==> src/rtl/tx_fmt_pkg.sv <==
package tx_fmt_pkg;

  localparam int CHAR_W = 8;
  localparam int FMT_W  = 5;

  // Field order matches the format word: {len_code, par_off, par_even, two_stop}
  typedef struct packed {
    logic [1:0] len_code;
    logic       par_off;
    logic       par_even;
    logic       two_stop;
  } fmt_t;

  typedef enum logic [2:0] {
    PH_IDLE,
    PH_START,
    PH_DATA,
    PH_PARITY,
    PH_STOP
  } phase_t;

  function automatic logic [3:0] char_bits(input logic [1:0] code);
    return 4'd5 + {2'b00, code};
  endfunction

endpackage

==> src/rtl/tx_cfg_latch.sv <==
module tx_cfg_latch
  import tx_fmt_pkg::*;
#(
  parameter logic [FMT_W-1:0] RESET_CFG = 5'b11100
) (
  input  logic             clk,
  input  logic             rst_n,
  input  logic             wr,
  input  logic [FMT_W-1:0] word,
  output fmt_t             fmt
);

  always_ff @(posedge clk) begin
    if (!rst_n)  fmt <= fmt_t'(RESET_CFG);
    else if (wr) fmt <= fmt_t'(word);
  end

endmodule

==> src/rtl/tx_holding.sv <==
module tx_holding
  import tx_fmt_pkg::*;
(
  input  logic              clk,
  input  logic              rst_n,
  input  logic              in_valid,
  output logic              in_ready,
  input  logic [CHAR_W-1:0] in_data,
  input  fmt_t              in_fmt,
  input  logic              pop,
  output logic              full,
  output logic [CHAR_W-1:0] out_data,
  output fmt_t              out_fmt
);

  assign in_ready = !full;

  always_ff @(posedge clk) begin
    if (!rst_n) begin
      full     <= 1'b0;
      out_data <= '0;
      out_fmt  <= '0;
    end else if (in_valid && !full) begin
      full     <= 1'b1;
      out_data <= in_data;
      out_fmt  <= in_fmt;
    end else if (pop) begin
      full     <= 1'b0;
    end
  end

  // a waiting character is neither replaced nor lost until the engine takes it
  a_r7_hold_keeps_char: assert property (@(posedge clk) disable iff (!rst_n)
    (full && !pop) |=> (full && $stable(out_data) && $stable(out_fmt)));

endmodule

==> src/rtl/tx_frame_engine.sv <==
module tx_frame_engine
  import tx_fmt_pkg::*;
#(
  parameter int OVS = 16
) (
  input  logic              clk,
  input  logic              rst_n,
  input  logic              tick,
  input  logic              pend,
  input  logic [CHAR_W-1:0] pend_data,
  input  fmt_t              pend_fmt,
  output logic              take,
  output logic              txd,
  output logic              busy
);

  localparam int OCW = (OVS > 1) ? $clog2(OVS) : 1;
  localparam logic [OCW-1:0] OS_LAST = OCW'(OVS - 1);

  phase_t            phase;
  logic [CHAR_W-1:0] shreg;
  fmt_t              fmt_q;
  logic              par_acc;
  logic [3:0]        bits_left;
  logic              extra_stop;
  logic [OCW-1:0]    os_cnt;
  logic              bit_end;

  assign bit_end = tick && (os_cnt == OS_LAST);
  assign busy    = (phase != PH_IDLE);
  assign take    = pend && ((phase == PH_IDLE) ||
                   (phase == PH_STOP && bit_end && !extra_stop));

  always_ff @(posedge clk) begin
    if (!rst_n) begin
      phase      <= PH_IDLE;
      txd        <= 1'b1;
      shreg      <= '0;
      fmt_q      <= '0;
      par_acc    <= 1'b0;
      bits_left  <= '0;
      extra_stop <= 1'b0;
      os_cnt     <= '0;
    end else begin
      if (tick && busy) os_cnt <= bit_end ? '0 : os_cnt + 1'b1;
      if (take) begin
        phase     <= PH_START;
        txd       <= 1'b0;
        shreg     <= pend_data;
        fmt_q     <= pend_fmt;
        bits_left <= char_bits(pend_fmt.len_code);
        par_acc   <= 1'b0;
        os_cnt    <= '0;
      end else if (bit_end) begin
        case (phase)
          PH_START: begin
            phase     <= PH_DATA;
            txd       <= shreg[0];
            par_acc   <= shreg[0];
            shreg     <= shreg >> 1;
            bits_left <= bits_left - 1'b1;
          end
          PH_DATA: begin
            if (bits_left != '0) begin
              txd       <= shreg[0];
              par_acc   <= par_acc ^ shreg[0];
              shreg     <= shreg >> 1;
              bits_left <= bits_left - 1'b1;
            end else if (!fmt_q.par_off) begin
              phase <= PH_PARITY;
              txd   <= fmt_q.par_even ? par_acc : ~par_acc;
            end else begin
              phase      <= PH_STOP;
              txd        <= 1'b1;
              extra_stop <= fmt_q.two_stop;
            end
          end
          PH_PARITY: begin
            phase      <= PH_STOP;
            txd        <= 1'b1;
            extra_stop <= fmt_q.two_stop;
          end
          PH_STOP: begin
            if (extra_stop) extra_stop <= 1'b0;
            else begin
              phase <= PH_IDLE;
              txd   <= 1'b1;
            end
          end
          default: begin
            phase <= PH_IDLE;
            txd   <= 1'b1;
          end
        endcase
      end
    end
  end

  // idle line is high
  a_r1_idle_line_high: assert property (@(posedge clk) disable iff (!rst_n)
    !busy |-> txd);
  // a frame opens with a low start bit
  a_r2_start_low: assert property (@(posedge clk) disable iff (!rst_n)
    $rose(busy) |-> !txd);
  // stop bits are high
  a_r4_stop_high: assert property (@(posedge clk) disable iff (!rst_n)
    (phase == PH_STOP) |-> txd);
  // without an enable the line does not move
  a_r5_hold_without_tick: assert property (@(posedge clk) disable iff (!rst_n)
    (busy && !tick) |=> ($stable(txd) && $stable(phase)));

endmodule

==> src/rtl/serial_frame_tx.sv <==
module serial_frame_tx
  import tx_fmt_pkg::*;
#(
  parameter int                OVERSAMPLE = 16,
  parameter logic [FMT_W-1:0]  RESET_CFG  = 5'b11100
) (
  input  logic              clk,
  input  logic              rst_n,
  input  logic              baud_tick,
  input  logic              cfg_wr,
  input  logic [FMT_W-1:0]  cfg_word,
  input  logic              char_valid,
  output logic              char_ready,
  input  logic [CHAR_W-1:0] char_data,
  output logic              txd,
  output logic              hold_empty,
  output logic              line_idle
);

  fmt_t              cur_fmt;
  fmt_t              wait_fmt;
  logic [CHAR_W-1:0] wait_data;
  logic              wait_full;
  logic              take;
  logic              busy;

  tx_cfg_latch #(.RESET_CFG(RESET_CFG)) u_cfg (
    .clk  (clk),
    .rst_n(rst_n),
    .wr   (cfg_wr),
    .word (cfg_word),
    .fmt  (cur_fmt)
  );

  tx_holding u_hold (
    .clk     (clk),
    .rst_n   (rst_n),
    .in_valid(char_valid),
    .in_ready(char_ready),
    .in_data (char_data),
    .in_fmt  (cur_fmt),
    .pop     (take),
    .full    (wait_full),
    .out_data(wait_data),
    .out_fmt (wait_fmt)
  );

  tx_frame_engine #(.OVS(OVERSAMPLE)) u_eng (
    .clk      (clk),
    .rst_n    (rst_n),
    .tick     (baud_tick),
    .pend     (wait_full),
    .pend_data(wait_data),
    .pend_fmt (wait_fmt),
    .take     (take),
    .txd      (txd),
    .busy     (busy)
  );

  assign hold_empty = !wait_full;
  assign line_idle  = !busy;

  // a waiting character on an idle line starts its frame on the next edge
  a_r9_idle_starts_next: assert property (@(posedge clk) disable iff (!rst_n)
    (line_idle && !hold_empty) |=> (!line_idle && hold_empty));

endmodule

==> config.mk <==
export PLATFORM = sky130hd
export DESIGN_NAME = serial_frame_tx
export DESIGN_NICKNAME = d
export VERILOG_FILES = /design/src/rtl/tx_fmt_pkg.sv /design/src/rtl/tx_cfg_latch.sv /design/src/rtl/tx_holding.sv /design/src/rtl/tx_frame_engine.sv /design/src/rtl/serial_frame_tx.sv
export SDC_FILE = /design/constraint.sdc
export NUM_CORES = 1
export LEC_CHECK = 0
export BUFFER_PORTS_ARGS = -buffer_cell sky130_fd_sc_hd__buf_2
export CAP_MARGIN = 30
export CORE_MARGIN = 3
export CORE_UTILIZATION = 40
export DETAILED_ROUTE_END_ITERATION = 12
export SETUP_SLACK_MARGIN = 0.02
export SLEW_MARGIN = 20
export SYNTH_ARGS = -nofsm -noshare
export SYNTH_HDL_FRONTEND = slang
export SYNTH_SLANG_ARGS = --single-unit
==> constraint.sdc <==
create_clock -name clk -period 1.9 [get_ports clk]
set_input_delay 0.095 -clock clk [delete_from_list [all_inputs] [get_ports clk]]
set_output_delay 0.095 -clock clk [all_outputs]
set_load 0.03 [all_outputs]
==> impl_metrics.py, run 1 <==
metrics = {
    "clock_network": {
        "cts_hold_buf": 0,
        "postCtsSetupRepairBufs": 0,
        "worstSkewPairLatency_ns": 0.29,
        "htree_levels": 2,
        "cts_sinks": 44,
        "clockBufferDepth": 2,
        "clk_pin_slew_ns": 0.08,
        "numCtsBuffers": 5,
        "post_cts_resized": 0,
        "clockRootBuffer": "clkbuf_8",
        "cts_tree": "done",
    },
    "routing": {
        "wl_met3_um": 133,
        "drtPass1Iterations": 4,
        "drtAntennaViolNets": 0,
        "highest_layer": "met4",
        "wl_met1_um": 2080,
        "drt_iter0_markers": 108,
        "via_per_inst": 4.98,
        "wl_um": 4010,
        "wire_per_inst_um": 12.2,
        "vias": 1645,
        "drc": 0,
        "routed-wl-met2_um": 1760,
    },
    "synth": {
        "synth_fp_nets": 266,
        "synthTopCellsByCount": "nand2_1, dfxtp_1, a21boi_0",
        "synth_top_area_cell": "dfxtp_1",
        "synth_edf_count": 0,
        "synth_ff_type": "dfxtp_1",
        "ys_warn_count": 0,
        "synth.distinct_cells": 43,
        "yosysTopAreaCellShare_pct": 43.1,
        "yosysMostFrequentCell": "nand2_1",
        "yosys-top-cells-area": "dfxtp_1, nand2_1, a21boi_0",
        "synthCells": 245,
        "seq_area_frac_synth_pct": 43.1,
        "syn_area_um2": 2040,
        "synth.avg_cell_area_um2": 8.34,
        "synthArstFlopShare_pct": 0,
        "ys_ff_latch": 44,
    },
    "critical_path": {
        "crit_slowest_cell": "dfxtp_1",
        "worstPathCellList": "inv_1 > ha_1 > nand4bb_1 > and4_1 > buf_4 > nand2_1 > xor2_1 > a21oi_1",
        "worstSetupEndpointType": "flop",
        "max_stage_delay_ns": 0.42,
        "timing.rr.start": "u_eng.bits_left[0]",
        "crit_start": "u_eng.bits_left[0]",
        "crit_type": "flop to flop",
        "required_ns": 2.12,
        "path_max_fanout": 11,
        "regToRegSetupSlack_ns": 0.17,
        "cp.arrival_ns": 1.95,
        "worstSetupStartpointType": "flop",
    },
    "finish": {
        "fin_util_pct": 48.4,
        "area_growth_pct": 14.0,
        "fill_cells": 491,
        "drive_gt1_share_pct": 16.0,
        "num_antenna_cells": 0,
        "seqCellArea_um2": 881,
        "finalNetCount": 284,
        "multiInputGateArea_um2": 1050,
    },
    "placement": {
        "gp_congestion": 0.785,
        "port_buffers": 21,
        "dp_hpwl_um": 2870,
    },
    "flow_run": {
        "drv_cap": 0,
    },
    "floorplan": {
        "die_w_um": 77.5,
        "rows": 25,
        "die_h_um": 77.5,
        "initial_core_util_pct": 42.4,
        "die_area_um2": 6000,
        "core_area_um2": 4820,
        "ios": 22,
    },
    "global_routing": {
        "overflow": 0,
        "grt_pass1_wl_um": 6880,
        "grt_use_total_pct": 14.2,
        "grt_pass1_vias": 1390,
        "antenna_found_initial": 0,
        "grt_max_degree": 30,
    },
    "worst_hold_path": {
        "min_from": "cfg_word[4]",
        "hp-class": "input port to flop",
    },
    "timing": {
        "worst_pin_slew_ns": 0.443,
        "fin_crit_ns": 1.73,
        "slew-limit-headroom_pct": 70.4,
        "fin_worst_skew_ns": 0.00902,
        "hold_violations": 0,
        "slew_violations": 0,
        "fin_tns_setup_ns": 0,
        "fmax_mhz": 578,
        "rsz0062_at_grt": "no",
        "setup_viol": 0,
        "finalCritPeriodShare_pct": 91.1,
    },
    "power_and_ir_drop": {
        "power_density_nw_per_um2": 891,
        "peakVddDrop_v": 0.000526,
        "leakage_nw": 0.880,
    },
    "outcome": {
        "status": "complete, no violations",
    },
}
sequential cells by signal, summed over array words and instances, names as in the netlist:
name and flops:
u_eng.fmt_q 3, u_eng.par_acc 1, u_cfg.fmt 5, u_eng.extra_stop 1
u_hold.full 1, u_eng.bits_left 4, u_eng.phase 3, u_hold.out_fmt 5
u_hold.out_data 8, u_eng.os_cnt 4, u_eng.txd 1, u_eng.shreg 8
cells by family (layout without fill, tap and decap cells):
| kind of cell | count (synthesis) | in the layout | synth area share (%) |
|---|---|---|---|
| multiplexers | 6 | 6 | 2.94 |
| AND/OR/NAND/NOR | 102 | 102 | 24.1 |
| AO/OA/AOI/OAI | 61 | 61 | 19.5 |
| flip-flops | 44 | 44 | 43.1 |
| adder cells (fa/ha/maj) | 3 | 3 | 1.84 |
| XOR/XNOR | 6 | 6 | 2.94 |
| buffers and inverters | 23 | 41 | 5.63 |
through the flow:
step / power (mW) / setup WS (ns) / instances / hold WS (ns) / cell area (µm²)
after global placement: 1.27 / 0.208 / 322 / 0.309 / 2190
after detailed placement: 1.27 / 0.194 / 322 / 0.316 / 2190
after global routing: 2.17 / 0.0546 / 330 / 0.0258 / 2330
after CTS: 2.10 / 0.162 / 329 / 0.00346 / 2320
after floorplan: 1.20 / 0.364 / 245 / 0.211 / 2040
final: 2.07 / 0.170 / 330 / 0.0180 / 2330
routing by layer:
layer	track usage [%]	up-vias
met5	0	-
met3	3.25	4
met2	20.0	25
li1	-	877
met4	5.87	0
met1	20.7	739
critical path, delay by kind of cell (launching register included):
kind / cells / cell delay (ns)
AND/OR/NAND/NOR: 3 / 0.49
buffers and inverters: 2 / 0.25
XOR/XNOR: 1 / 0.14
flip-flops: 1 / 0.42
adder cells (fa/ha/maj): 1 / 0.22
AO/OA/AOI/OAI: 1 / 0.15
final cells by class:
type,instances,share of cell area [%]
multi-input cells,178,45.0
flip-flops and latches,44,37.8
repair buffers,27,6.98
well taps,67,3.60
clock buffers,5,2.95
clock inverters,2,2.58
inverters,7,1.13
power breakdown:
part	switching, mW	internal [mW]
clock	0.307	0.517
sequential	0.0435	0.976
combinational	0.135	0.0958
total	0.486	1.59
worst paths after layout:
kind	endpoint	cells past startpoint
min reg2reg	u_eng.fmt_q[0]	2
max reg2reg	u_eng.bits_left[2]	8
max	u_eng.bits_left[2]	8
min	u_cfg.fmt[4]	3
layout by cell type, fill, tap and decap left out, types with 5 or more instances in the layout:
cell type / n
a21boi_0: 14
a21boi_1: 6
a21oi_1: 9
a31oi_1: 7
buf_2: 21
clkbuf_8: 5
dfxtp_1: 44
inv_1: 7
mux2i_1: 6
nand2_1: 65
nand3_1: 6
nor2_1: 10
nor2b_1: 6
o21ai_0: 9
o21ai_1: 5
Power figures use the tool's default switching activity.
==> run 2: changes to the inputs <==
--- a/config.mk
+++ b/config.mk
@@ -8,7 +8,7 @@
 export BUFFER_PORTS_ARGS = -buffer_cell sky130_fd_sc_hd__buf_2
 export CAP_MARGIN = 30
 export CORE_MARGIN = 3
-export CORE_UTILIZATION = 40
+export CORE_UTILIZATION = 25
 export DETAILED_ROUTE_END_ITERATION = 12
 export SETUP_SLACK_MARGIN = 0.02
 export SLEW_MARGIN = 20
==> run 2 against run 1 <==
- clock power rose by 19%
- register-to-register slack improved by 0.02 ns
- critical path depth decreased by 1
- sequential share of layout area is 1.2 points lower
- via count increased by 1.5%
- worst setup slack improved by 0.015 ns
- sequential power about the same
- critical endpoint is now u_eng.txd
- largest cell class unchanged
- largest power group unchanged
- highest routed layer unchanged
==> impl_metrics.py, run 2 (same netlist as run 1, synthesis figures left out) <==
metrics = {
    "outcome": {
        "status": "complete, no violations",
    },
    "finish": {
        "stdcell_area_um2": 2400,
        "fill_cells": 884,
        "area_growth_pct": 17.6,
        "num_antenna_cells": 0,
        "finalNetCount": 284,
        "drive_gt1_share_pct": 16.3,
        "fin_util_pct": 30.6,
        "top_regs": "u_eng.shreg (8), u_hold.out_data (8)",
        "final_common_cell": "nand2_1",
        "layout_common_cells": "nand2_1, dfxtp_1, buf_2",
    },
    "timing": {
        "setup_viol": 0,
        "fin_crit_ns": 1.71,
        "hold_violations": 0,
        "rsz0062_at_grt": "no",
        "fin_tns_setup_ns": 0,
        "worst_pin_slew_ns": 0.410,
        "slew-limit-headroom_pct": 72.6,
        "fmax_mhz": 583,
        "slew_violations": 0,
        "finalCritPeriodShare_pct": 90.3,
        "fin_worst_skew_ns": 0.00709,
    },
    "routing": {
        "drt_iter0_markers": 58,
        "wire_per_inst_um": 11.3,
        "drtPass1Iterations": 4,
        "via_per_inst": 4.56,
        "drc": 0,
        "vias": 1670,
        "drtAntennaViolNets": 0,
        "wl_um": 4130,
    },
    "clock_network": {
        "numCtsBuffers": 5,
        "post_cts_resized": 0,
        "worstSkewPairLatency_ns": 0.29,
        "htree_levels": 2,
        "cts_tree": "done",
        "clockBufferDepth": 2,
        "cts_sinks": 44,
        "postCtsSetupRepairBufs": 0,
        "clockRootBuffer": "clkbuf_8",
        "clk_pin_slew_ns": 0.09,
        "cts_hold_buf": 0,
    },
    "power_and_ir_drop": {
        "power_density_nw_per_um2": 930,
        "peakVddDrop_v": 0.000425,
        "power_mw": 2.23,
        "leakage_nw": 0.895,
    },
    "global_routing": {
        "grt_pass1_vias": 1625,
        "grt_pass1_wl_um": 7260,
        "met3_usage_pct": 2.71,
        "antenna_found_initial": 0,
        "use_met1_pct": 12.2,
        "grt-busiest-layer": "met2",
        "overflow": 0,
        "met2_usage_pct": 16.2,
        "grt_use_total_pct": 9.94,
        "grt_max_degree": 25,
    },
    "critical_path": {
        "cp.arrival_ns": 1.89,
        "worstSetupStartpointType": "flop",
        "crit_slowest_cell": "dfxtp_1",
        "path_max_fanout": 4,
        "crit_buf_inv": 1,
        "r2r.worst_path.cells": 7,
        "required_ns": 2.08,
        "worstPathCellList": "inv_1 > ha_1 > nor3b_2 > nor2_1 > a211oi_1 > a211oi_1 > o31ai_1",
        "max_stage_delay_ns": 0.41,
        "worstSetupEndpointType": "flop",
        "crit_cells": 7,
        "cp_common_cell": "a211oi_1",
        "cp_top_family": "compound AO/OA/AOI/OAI gates",
        "crit_type": "flop to flop",
    },
    "placement": {
        "gp_congestion": 0.728,
        "port_buffers": 21,
        "postPlaceCellArea_um2": 2240,
        "dp_hpwl_um": 2960,
    },
    "flow_run": {
        "drv_cap": 0,
    },
    "floorplan": {
        "die_area_um2": 9290,
        "ios": 22,
        "die_h_um": 96.4,
        "initial_core_util_pct": 26.0,
        "core_area_um2": 7850,
        "die_w_um": 96.4,
        "rows": 32,
    },
    "worst_hold_path": {
        "hp-class": "input port to flop",
        "hold_depth": 3,
    },
}
-- run 2: cell count changes in the layout (fill, tap and decap cells not counted), sizes merged --
| cell | previous run | this run |
|---|---|---|
| bufinv | 2 | 3 |
| clkbuf | 6 | 5 |
| buf | 26 | 27 |
-- run 2: through the flow --
step / hold WS (ns) / instances / setup WS (ns)
floorplan: 0.211 / 245 / 0.364
global placement: 0.309 / 358 / 0.243
detailed placement: 0.322 / 358 / 0.222
CTS: 0.00987 / 366 / 0.194
global route: 0.0246 / 366 / 0.0333
finish: 0.0197 / 366 / 0.185
-- run 2: final cells by class --
type / count / area [µm²] / share of cell area [%]
Clock buffer: 5 / 68.8 / 2.86
Inverter: 7 / 26.3 / 1.09
Tap cell: 102 / 128 / 5.31
Timing Repair Buffer: 27 / 163 / 6.77
Multi-Input combinational cell: 178 / 1050 / 43.6
Sequential cell: 44 / 881 / 36.6
Clock inverter: 3 / 90.1 / 3.75
-- run 2: where the power goes --
group / total, mW / leakage (nW) / internal [mW] / switching, mW
Sequential: 1.02 / 0.360 / 0.976 / 0.0436
Clock: 0.984 / 0.0784 / 0.657 / 0.326
Combinational: 0.231 / 0.456 / 0.0961 / 0.135
Total: 2.23 / 0.895 / 1.73 / 0.505
-- run 2: worst reg2reg max path, stage by stage, from the launching register on --
cell and delay, ns:
dfxtp_1 0.41, inv_1 0.07, ha_1 0.22, nor3b_2 0.19, nor2_1 0.16, a211oi_1 0.07
a211oi_1 0.34, o31ai_1 0.13
-- run 2: path summary, 6_finish.rpt --
check                                   startpoint             end  slack, ns
worst max-delay path            u_eng.bits_left[0]       u_eng.txd       0.19
worst min-delay path                   cfg_word[2]    u_cfg.fmt[2]       0.02
worst max register to register  u_eng.bits_left[0]       u_eng.txd       0.19
worst min register to register   u_hold.out_fmt[2]  u_eng.fmt_q[2]       0.45
-- run 2: layer usage --
| layer | wire length [µm] | up-vias |
|---|---|---|
| met5 | 0 | - |
| met4 | 72 | 0 |
| met3 | 174 | 6 |
| met2 | 1920 | 26 |
| met1 | 1970 | 765 |
| li1 | - | 873 |
==> run 3: changes to the inputs <==
--- a/config.mk
+++ b/config.mk
@@ -7,7 +7,6 @@
 export LEC_CHECK = 0
 export BUFFER_PORTS_ARGS = -buffer_cell sky130_fd_sc_hd__buf_2
 export CAP_MARGIN = 30
-export CORE_MARGIN = 3
 export CORE_UTILIZATION = 25
 export DETAILED_ROUTE_END_ITERATION = 12
 export SETUP_SLACK_MARGIN = 0.02
==> run 3 against run 2 <==
- via count increased by 2.0%
- sequential power about the same
- total power decreased by 7.4%
- clock-buffer cell count unchanged
- worst setup slack improved by 0.018 ns
- fmax increased by 1.0%
- non-clock buffer count increased by 1
- global-route usage increased by 0.36 points
- sequential share of layout area increased by 0.50 points
- routed wire length decreased by 2.1%
- clock skew decreased by 0.0020 ns
- largest power group unchanged
==> impl_metrics.py, run 3 (same netlist as run 1, synthesis figures left out) <==
metrics = {
    "outcome": {
        "status": "complete, no violations",
    },
    "critical_path": {
        "crit_path_end": "u_eng.bits_left[2]",
        "worstPathCellList": "inv_1 > ha_1 > nand4bb_1 > and4_1 > buf_4 > nand2_1 > xor2_1 > a21oi_1",
        "crit_slowest_cell": "dfxtp_1",
        "regToRegSetupSlack_ns": 0.20,
        "worstSetupStartpointType": "flop",
        "r2r-end": "u_eng.bits_left[2]",
        "timing.rr.start": "u_eng.bits_left[0]",
        "worstSetupEndpointType": "flop",
        "crit_cells": 8,
        "max_stage_delay_ns": 0.41,
        "required_ns": 2.12,
        "cp.arrival_ns": 1.92,
        "path_max_fanout": 11,
        "crit_start": "u_eng.bits_left[0]",
        "crit_type": "flop to flop",
        "crit_buf_inv": 2,
        "cp_top_family": "simple AND/OR/NAND/NOR gates",
        "r2r.worst_path.cells": 8,
    },
    "timing": {
        "fin_crit_ns": 1.70,
        "hold_violations": 0,
        "worst_pin_slew_ns": 0.433,
        "fmax_mhz": 589,
        "slew-limit-headroom_pct": 71.1,
        "rsz0062_at_grt": "no",
        "fin_worst_skew_ns": 0.00505,
        "fin_tns_setup_ns": 0,
        "slew_violations": 0,
        "finalCritPeriodShare_pct": 89.3,
        "setup_viol": 0,
    },
    "power_and_ir_drop": {
        "seq_power_share_pct": 49.2,
        "power_frac_comb_pct": 10.9,
        "leakage_nw": 0.879,
        "swShare_pct": 23.4,
        "power_density_nw_per_um2": 873,
        "switchingPower_mw": 0.484,
        "peakVddDrop_v": 0.000404,
        "intPower_mw": 1.59,
        "p_clk_share_pct": 39.9,
    },
    "finish": {
        "final_common_cell": "nand2_1",
        "top_regs": "u_eng.shreg (8), u_hold.out_data (8)",
        "fill_cells": 841,
        "area_growth_pct": 16.0,
        "drive_gt1_share_pct": 15.9,
        "finalNetCount": 285,
        "multiInputGateArea_um2": 1050,
        "stdcell_area_um2": 2370,
        "num_antenna_cells": 0,
        "fin_cells": 366,
        "seqCellArea_um2": 881,
        "layout_common_cells": "nand2_1, dfxtp_1, buf_2",
        "fin_util_pct": 30.4,
    },
    "routing": {
        "wire_per_inst_um": 11.1,
        "drtPass1Iterations": 4,
        "wl_um": 4050,
        "via_per_inst": 4.65,
        "drt_iter0_markers": 116,
        "drc": 0,
        "drtAntennaViolNets": 0,
        "vias": 1703,
    },
    "clock_network": {
        "cts_tree": "done",
        "cts_sinks": 44,
        "worstSkewPairLatency_ns": 0.29,
        "post_cts_resized": 0,
        "clockBufferDepth": 2,
        "clk_pin_slew_ns": 0.08,
        "numCtsBuffers": 5,
        "clockRootBuffer": "clkbuf_8",
        "htree_levels": 2,
    },
    "floorplan": {
        "initial_core_util_pct": 26.2,
        "rows": 32,
        "die_area_um2": 8540,
        "core_area_um2": 7810,
        "ios": 22,
        "die_h_um": 92.4,
        "die_w_um": 92.4,
    },
    "global_routing": {
        "grt_max_degree": 27,
        "grt_use_total_pct": 10.3,
        "grt_pass1_wl_um": 7030,
        "overflow": 0,
        "grt_pass1_vias": 1586,
        "antenna_found_initial": 0,
    },
    "placement": {
        "port_buffers": 21,
        "postPlaceCellArea_um2": 2230,
        "gp_congestion": 0.782,
        "dp_hpwl_um": 2920,
        "dpl.cell_count": 358,
    },
    "flow_run": {
        "drv_cap": 0,
    },
    "worst_hold_path": {
        "hp-class": "input port to flop",
    },
}
## run 3: changes by cell type in the layout (fill, tap and decap cells not counted), sizes merged
cell,delta
bufinv,-1
dlygate4sd3,+1
## run 3: final cells by class
| type | count | area share (%) |
|---|---|---|
| Clock inverter | 2 | 2.53 |
| Multi-Input combinational cell | 178 | 44.2 |
| Clock buffer | 5 | 2.90 |
| Inverter | 7 | 1.11 |
| Timing Repair Buffer | 28 | 6.75 |
| Tap cell | 102 | 5.38 |
| Sequential cell | 44 | 37.2 |
## run 3: timing repair
action	CTS	global route
hold endpoints to repair	1	0
hold buffers	1	0
buffers inserted	0	0
## run 3: worst register-to-register path, cell delays in order, from the launching register on
cell and delay, ns:
dfxtp_1 0.41, inv_1 0.07, ha_1 0.22, nand4bb_1 0.18, and4_1 0.22, buf_4 0.18, nand2_1 0.08, xor2_1 0.14
a21oi_1 0.13
## run 3: power by group through the flow
stage | clock network, mW | logic (mW) | registers [mW]
floorplan | 0 | 0.172 | 1.03
global placement | 0 | 0.224 | 1.04
detailed placement | 0 | 0.228 | 1.04
CTS | 0.849 | 0.231 | 1.02
global route | 0.886 | 0.256 | 1.03
finish | 0.825 | 0.227 | 1.02
## run 3: worst min-delay path by stage
stage | from | to | slack (ns) | cells after the start
3_5_place_dp | cfg_word[3] | u_cfg.fmt[3] | 0.31 | 3
6_report | cfg_word[3] | u_cfg.fmt[3] | 0.01 | 3
2_1_floorplan | char_valid | u_hold.full | 0.21 | 2
5_1_grt | cfg_word[3] | u_cfg.fmt[3] | 0.007 | 3
4_1_cts | cfg_word[3] | u_cfg.fmt[3] | 0.002 | 3
3_3_place_gp | cfg_word[2] | u_cfg.fmt[2] | 0.31 | 3
## run 3: metrics by stage
stage	hold slack, ns	setup WS (ns)	total power, mW
floorplan	0.211	0.364	1.20
global placement	0.308	0.249	1.26
detailed placement	0.315	0.206	1.27
CTS	0.00193	0.175	2.10
global route	0.00742	0.0730	2.17
finish	0.0149	0.203	2.07
## run 3: routing by layer
metal / track usage, % / routed length, µm
met1: 12.5 / 1960
met2: 17.0 / 1890
met3: 2.46 / 122
met4: 4.95 / 74
met5: 0 / 0
